--- src/rtl/sweep_phase_acc.sv ---
module sweep_phase_acc #(
  parameter int W      = 32,
  parameter int RATE_W = 16
) (
  input  logic              clk,
  input  logic              rst_n,
  input  logic              sweep_en,
  input  logic              clear_at_end,
  input  logic              phase_clr,
  input  logic              restart,
  input  logic              dir_up,
  input  logic [W-1:0]      lo_ftw,
  input  logic [W-1:0]      hi_ftw,
  input  logic [W-1:0]      ramp_step,
  input  logic [RATE_W-1:0] ramp_interval,
  output logic [W-1:0]      phase_acc,
  output logic [W-1:0]      ftw_out
);

  logic [RATE_W-1:0] tmr;
  logic              ramping;
  logic              end_clr;
  logic              dir_q;

  logic              start;
  logic              expire;
  logic [W-1:0]      gap_up, gap_dn;
  logic              last_up, last_dn, last_step;
  logic [W-1:0]      bound;

  assign start     = restart | (dir_up != dir_q);
  assign expire    = ramping && (tmr == '0);
  assign gap_up    = hi_ftw - ftw_out;
  assign gap_dn    = ftw_out - lo_ftw;
  assign last_up   = (ftw_out >= hi_ftw) || (gap_up < ramp_step);
  assign last_dn   = (ftw_out <= lo_ftw) || (gap_dn < ramp_step);
  assign last_step = dir_q ? last_up : last_dn;
  assign bound     = dir_q ? hi_ftw : lo_ftw;

  always_ff @(posedge clk) begin
    if (!rst_n) begin
      ftw_out <= '0;
      tmr     <= '0;
      ramping <= 1'b0;
      end_clr <= 1'b0;
      dir_q   <= 1'b0;
    end else begin
      dir_q <= dir_up;
      if (!sweep_en) begin
        ftw_out <= lo_ftw;
        tmr     <= '0;
        ramping <= 1'b0;
        end_clr <= 1'b0;
      end else if (start) begin
        if (restart) ftw_out <= dir_up ? lo_ftw : hi_ftw;
        tmr     <= ramp_interval;
        ramping <= 1'b1;
        end_clr <= 1'b0;
      end else if (expire) begin
        if (last_step) begin
          ftw_out <= bound;
          ramping <= 1'b0;
          end_clr <= clear_at_end;
        end else begin
          ftw_out <= dir_q ? ftw_out + ramp_step : ftw_out - ramp_step;
          tmr     <= ramp_interval;
        end
      end else if (ramping) begin
        tmr <= tmr - 1'b1;
      end
    end
  end

  always_ff @(posedge clk) begin
    if (!rst_n || phase_clr || end_clr) phase_acc <= '0;
    else                                phase_acc <= phase_acc + ftw_out;
  end


  clear_hold_chk: assert property (@(posedge clk) disable iff (!rst_n)
    phase_clr |=> (phase_acc == '0));


  fixed_tone_chk: assert property (@(posedge clk) disable iff (!rst_n)
    !sweep_en |=> (ftw_out == $past(lo_ftw)));


  nodwell_ignored_chk: assert property (@(posedge clk) disable iff (!rst_n)
    !sweep_en |=> !end_clr);


  idle_hold_chk: assert property (@(posedge clk) disable iff (!rst_n)
    (sweep_en && !ramping && !start) |=> $stable(ftw_out));


  ramp_or_hold_chk: assert property (@(posedge clk) disable iff (!rst_n)
    $onehot0({ramping, end_clr}));


  start_release_chk: assert property (@(posedge clk) disable iff (!rst_n)
    (sweep_en && start) |=> (ramping && !end_clr));

endmodule

--- config.mk ---
export PLATFORM = sky130hd
export DESIGN_NAME = sweep_phase_acc
export DESIGN_NICKNAME = d
export VERILOG_FILES = /design/src/rtl/sweep_phase_acc.sv
export SDC_FILE = /design/constraint.sdc
export NUM_CORES = 1
export LEC_CHECK = 0
export ABC_AREA = 1
export CORE_MARGIN = 1
export CORE_UTILIZATION = 55
export DETAILED_ROUTE_END_ITERATION = 8
export DONT_BUFFER_PORTS = 1
export GPL_TIMING_DRIVEN = 0
export PLACE_DENSITY = 0.7
export SLEW_MARGIN = 30
export SYNTH_ARGS = -nofsm -noshare
export SYNTH_HDL_FRONTEND = slang
export SYNTH_SLANG_ARGS = --single-unit
export TNS_END_PERCENT = 1
--- constraint.sdc ---
create_clock -name clk -period 4.8 [get_ports clk]
set_clock_uncertainty 0.05 [all_clocks]
set_input_delay 0.72 -clock clk [delete_from_list [all_inputs] [get_ports clk]]
set_output_delay 0.72 -clock clk [all_outputs]
set_load 0.02 [all_outputs]
Yosys cells after proc, flatten, opt, wreduce, memory -nomap -nowiden
Cells that the tools add are included.
W data, S select, Z words.

cells by class
  bitwise operators = 3
  add/subtract/negate cells = 6
  order comparisons = 4
  equality and inequality tests = 4
  mux-type cells = 16
  reductions and logical operators = 16

operators with widths
  operator                 number
  $mux W32                 8
  $sub A32 B32 Y32         3
  $add A32 B32 Y32         2
  $lt A32 B32 Y1           2
  $mux W16                 4
  $ge A32 B32 Y1           1
  $le A32 B32 Y1           1
  $logic_not A16 Y1        1
  $sub A16 B1 Y16 const B  1
  $reduce_and A2 Y1        5
  $ne A3 B3 Y1 const B     2
  $logic_or A1 B1 Y1       4
  $mux W1                  4
  $reduce_bool A2 Y1       2
  $ne A3 B1 Y1 const B     1
  $reduce_bool A3 Y1       1
  $reduce_or A3 Y1         1
  $not A1 Y1               2
  $logic_and A1 B1 Y1      1
  $logic_not A1 Y1         1
  $ne A1 B1 Y1             1
  $or A1 B1 Y1             1

storage, ports and cells
  input bits = 119
  register bits = 83
  logic and storage cells = 55
  output and inout port bits = 64

Depth between registers and ports, before layout
  depth in word-level cells = 8
  gate-level depth with buffers = 33
  mapped depth without buffers = 32

Worst setup path before layout
No wires, ideal clock.

  path type = input port to flip-flop
  start point = input hi_ftw[0]
  end point = register tmr[2]
  data arrival time = 4.134 ns
  required time = 4.636 ns
  stages = 31
  library setup time = 0.114 ns
  setup slack = 0.502 ns
  buffers on the path = 1
  cell sequence = inv_1 > ha_1 > fa_1 > inv_1 > nand2_1 > nand2_1 > nand3_1 > nand2_2 > a21oi_1 > o21ai_0 > a21oi_1 > o21ai_0 > nand2_1 > inv_1 > nor2_1 > nand2_1 > nand2_1 > ha_1 > nand4_1 > nor3_1 > and3_1 > nand2_1 > nand2_1 > nand2_2 > nand2_4 > inv_2 > nand3_4 > nand2_4 > buf_6 > o21ai_1 > nor2_1

on the way
  cells in the longest elaborated chain, start to end = 6

ends and longest elaborated chain
  element                        RTL line  source
  start, declared                13        input logic [W-1:0] hi_ftw,
  $sub A32 B32 Y32               33        assign gap_up = hi_ftw - ftw_out;
  $lt A32 B32 Y1                 35        assign last_up = (ftw_out >= hi_ftw) || (gap_up < ramp_step);
  $logic_or A1 B1 Y1 *           35
  $mux W1 *                      37        assign last_step = dir_q ? last_up : last_dn;
  $ne A3 B3 Y1 (no line) *       --
  $reduce_and A2 Y1 (no line) *  --
  end signal, assigned           56        tmr <= ramp_interval;
  end signal, assigned           66        tmr <= ramp_interval;
  end signal, assigned           69        tmr <= tmr - 1'b1;
  end, declared                  20        logic [RATE_W-1:0] tmr;

Mark *: on every way between the ends. The rest lies on a longest branch, timed or not.
A chain may end at the register's enable or synchronous reset.

Final worst setup path
  start point = register ftw_out[1]
  end point = register ftw_out[3]

on the way
  cells in the longest elaborated chain, start to end = 8

ends and longest elaborated chain
  element                                RTL line  source
  start, declared                        17        output logic [W-1:0] ftw_out
  start signal, assigned                 50        ftw_out <= lo_ftw;
  start signal, assigned                 55        if (restart) ftw_out <= dir_up ? lo_ftw : hi_ftw;
  start signal, assigned                 61        ftw_out <= bound;
  $sub A32 B32 Y32 (on tied branches)    34, 33
  $lt A32 B32 Y1 (on tied branches)      36, 35
  $logic_or A1 B1 Y1 (on tied branches)  36, 35
  $mux W1                                37
  $mux W32 *                             60        if (last_step) begin
  $mux W32 *                             59        end else if (expire) begin
  $mux W32 *                             54        end else if (start) begin
  $mux W32 *                             49        if (!sweep_en) begin

Mark *: on every way between the ends. The rest lies on a longest branch, timed or not. The select of a mux whose other input is x is not followed.

==> flow_summary.ini <==
[floorplanning]
die_w_um = 163
initial_standard_cell_utilization_of_the_core_pct = 56.4
die-area_mm2 = 0.0266
placeableCoreArea_mm2 = 0.0253
floorplan.die.height_um = 163
std_cell_rows = 58
ioPinCount = 183

[finish]
filler_cells = 2647
final_area_mm2 = 0.0152
final_core_util_pct = 60.0
layout_net_count = 2791
final-seq-area_mm2 = 0.00170
layout-area-overhead-vs-synth_pct = 6.51
mostFrequentLayoutCell = sky130_fd_sc_hd__nand2_1
fraction_of_layout_instances_using_a_drive_strength_above_1_pct = 4.23
multi_input_comb_area_mm2 = 0.0111
layout_common_cells = 667 x sky130_fd_sc_hd__nand2_1, 343 x sky130_fd_sc_hd__inv_1, 278 x sky130_fd_sc_hd__a21oi_1, 200 x sky130_fd_sc_hd__nor2_1, 199 x sky130_fd_sc_hd__o21ai_0

[yosys]
synth.top_cells.by_area = sky130_fd_sc_hd__nand2_1 18%, sky130_fd_sc_hd__ha_1 17%, sky130_fd_sc_hd__dfxtp_1 12%
synthArstFlopShare_pct = 0
synth_top_area_share_pct = 17.6
number_of_instances_in_the_synthesized_netlist = 2463
synth_cell_type_count = 54
number_of_flip_flops_and_latches_in_the_synthesized_netlist = 83
synth-edff-count = 0
synth_area_per_cell_um2 = 5.80
syn-cell-area_mm2 = 0.0143
ys_seq_area_share_pct = 11.6
synth-warning-count = 0
synthFlopType = sky130_fd_sc_hd__dfxtp_1
syn-num-nets = 2776
post-synth-top-area-cell = sky130_fd_sc_hd__nand2_1

[routing]
vias = 16430
routed_wire_length_per_instance_um = 19.1
drtAntennaViolNets = 0
detail_route.first_pass.iterations = 7
drt-initial-drc-count = 1290
routed_via_density = 5.84
routed_wire_length_um = 53800
remaining_routing_drc_violations = 0

[placement]
io_buffer_count = 0
place_hpwl_um = 45600
place_area_mm2 = 0.0147
gp_congestion = 1.00

[clocking]
cts_num_sinks = 83
inserted_clock_buffers = 9
worstSkewPairLatency_ns = 0.34
cts_hold_repair.buffers = 0
clk_transition_reported_paths_ns = 0.06
cts_max_path_buffers = 2
cts_root_buffer = sky130_fd_sc_hd__clkbuf_16
cts_max_level = 3
clock_tree_from_tritoncts = built

[power_and_ir_drop]
worst_ir_drop_vdd_uv = 305
power.density_cell_area_mw_per_mm2 = 267
post-layout-total-power_mw = 4.06
internal_power_mw = 2.12
switching_share_pct = 47.8
switching_power_mw = 1.94
pwr-share-comb_pct = 56.5
static-leakage-power_nw = 7.91
share_clk_of_total_power_pct = 20.8
seqPwrFrac_pct = 22.7

[setup_path]
crit_path_max_fo = 10
cp-end-kind = register
worstReg2RegStart = ftw_out[1]$_SDFFE_PN0P_
source_of_the_critical_timing_path = ftw_out[1]$_SDFFE_PN0P_
reg2reg_setup_slack_ns = 0.28
setup.worst_path.class = register to register
worstReg2RegEnd = ftw_out[3]$_SDFFE_PN0P_
setup.worst_path.start_class = register
timing.critical_path.required_ns = 4.97
rr_worst_depth = 27
arrival_time_of_data_at_the_critical_path_endpoint_ns = 4.69

[sta]
period_share_pct = 94.3
setup_viol = 0
time_the_worst_path_needs_with_i_o_delays_and_setup_ns = 4.52
finalHoldViolCount = 0
fmaxAchievable_mhz = 221
max_slew_margin_pct = 46.4
timing.final.max_slew_violations = 0
worst-slew-pin-transition_ns = 0.803

[job]
maxCapViolations = 0

[grt]
globalRouteOverflowTotal = 0
grtUsageMet2_pct = 64.8
antenna_found_initial = 1
grt_max_degree = 15
grt_pass1_wl_um = 81500
grt_total_usage_pct = 39.7
gr-usage-met3_pct = 7.54
met1_usage_pct = 50.3
first_global_vias = 15562
grt_busiest_layer = met2

[min_path]
worst_hold_check_path_type = register to register
worst_hold_path.endpoint = tmr[13]$_SDFFE_PN0P_
hold_depth = 2
hold_start = tmr[13]$_SDFFE_PN0P_

[status]
outcome = completed
stage by stage:
step | setup TNS [ns] | hold WS, ns | instances | setup WS (ns)
global placement | -22.27 | 0.414 | 2793 | -0.541
global route | -0.0266 | 0.462 | 2813 | -0.0145
floorplan | 0 | 0.396 | 2463 | 0.502
detailed placement | -24.38 | 0.423 | 2793 | -0.585
CTS | 0 | 0.432 | 2809 | 0.0135
finish | 0 | 0.431 | 2814 | 0.275
cell type report:
type                            count  area share (%)
Multi-Input combinational cell   1974            73.1
Antenna cell                        1          0.0165
Buffer                             57            1.75
Sequential cell                    83            11.2
Tap cell                          330            2.72
Clock inverter                      7           0.914
Timing Repair Buffer                4           0.198
Clock buffer                        9            1.48
Inverter                          349            8.64
kinds of logic (layout without fill, tap and decap cells):
kind of cell | count (synthesis) | after routing | share of synthesized area, %
adders and majority gates | 194 | 194 | 17.2
and+or+nand+nor | 1092 | 1092 | 31.6
other | 0 | 1 | 0
buffers and inverters | 406 | 426 | 11.0
DFF | 83 | 83 | 11.6
AOI/OAI and AO/OA | 576 | 576 | 21.7
xor gates and xnor gates | 112 | 112 | 6.87
synthesized netlist by cell type (all sizes together), types with 8 or more instances:
cell,number
o21bai,10
xor2,79
nor3,27
nand3b,11
a21oi,284
ha,190
nand4,16
clkbuf,44
nand3,137
o21ai,210
o211ai,9
nor2,203
inv,348
dfxtp,83
buf,13
nand2,677
a21o,8
xnor2,33
a31oi,16
nor4,8
o21a,22
metal layers:
layer,routed length (um),vias up,part of all wire [%]
met5,14,-,0.026
li1,-,8161,-
met1,22300,7466,41
met4,2410,2,4.5
met3,5200,101,9.7
met2,23800,700,44
registers in the layout (all words and copies together) (netlist names):
| register | count |
|---|---|
| ramping | 1 |
| phase_acc | 32 |
| end_clr | 1 |
| ftw_out | 32 |
| tmr | 16 |
| dir_q | 1 |
repair_timing:
action,4_1_cts,5_1_grt
cloned,0,0
buffers inserted,0,4
endpoints found under the setup margin,50,50
pin swaps,0,4
endpoints found under the hold margin,0,0
resized for setup,16,44
worst max-delay path by stage:
stage | slack [ns] | endpoint | cells past startpoint
floorplan | 0.50 | tmr[2]$_SDFFE_PN0P_ | 31
global placement | -0.54 | ftw_out[4]$_SDFFE_PN0P_ | 31
detailed placement | -0.59 | ftw_out[4]$_SDFFE_PN0P_ | 31
CTS | 0.01 | ftw_out[4]$_SDFFE_PN0P_ | 28
global route | -0.01 | tmr[2]$_SDFFE_PN0P_ | 27
finish | 0.28 | ftw_out[3]$_SDFFE_PN0P_ | 27
critical path, cell delays in order, from the launching register on:
cell and delay [ns]:
sky130_fd_sc_hd__dfxtp_4 0.48, sky130_fd_sc_hd__clkinvlp_4 0.22, sky130_fd_sc_hd__fa_2 0.40, sky130_fd_sc_hd__nand3b_1 0.16
sky130_fd_sc_hd__nand2_1 0.14, sky130_fd_sc_hd__a21oi_2 0.10, sky130_fd_sc_hd__o21ai_2 0.21, sky130_fd_sc_hd__nand2_1 0.09
sky130_fd_sc_hd__o211ai_1 0.17, sky130_fd_sc_hd__nand2_1 0.09, sky130_fd_sc_hd__nand2_1 0.11, sky130_fd_sc_hd__a21oi_1 0.09
sky130_fd_sc_hd__xor2_1 0.15, sky130_fd_sc_hd__ha_1 0.28, sky130_fd_sc_hd__nand2_1 0.07, sky130_fd_sc_hd__nor2_2 0.13
sky130_fd_sc_hd__nand4_1 0.16, sky130_fd_sc_hd__nor4_1 0.28, sky130_fd_sc_hd__nand2_1 0.08, sky130_fd_sc_hd__nand2_1 0.08
sky130_fd_sc_hd__nand2_2 0.13, sky130_fd_sc_hd__nand2_4 0.13, sky130_fd_sc_hd__buf_4 0.20, sky130_fd_sc_hd__nand2_1 0.09
sky130_fd_sc_hd__nand3_1 0.08, sky130_fd_sc_hd__nand2_1 0.06, sky130_fd_sc_hd__nand2_1 0.09, sky130_fd_sc_hd__a21oi_1 0.07
power groups by stage:
stage	sequential, mW	clock [mW]	combinational (mW)
floorplan	0.861	0	1.67
global placement	0.923	0	2.14
detailed placement	0.924	0	2.19
CTS	0.911	0.859	2.21
global route	0.922	0.882	2.56
finish	0.921	0.844	2.29
No activity file was read; power rests on OpenSTA's default activity.
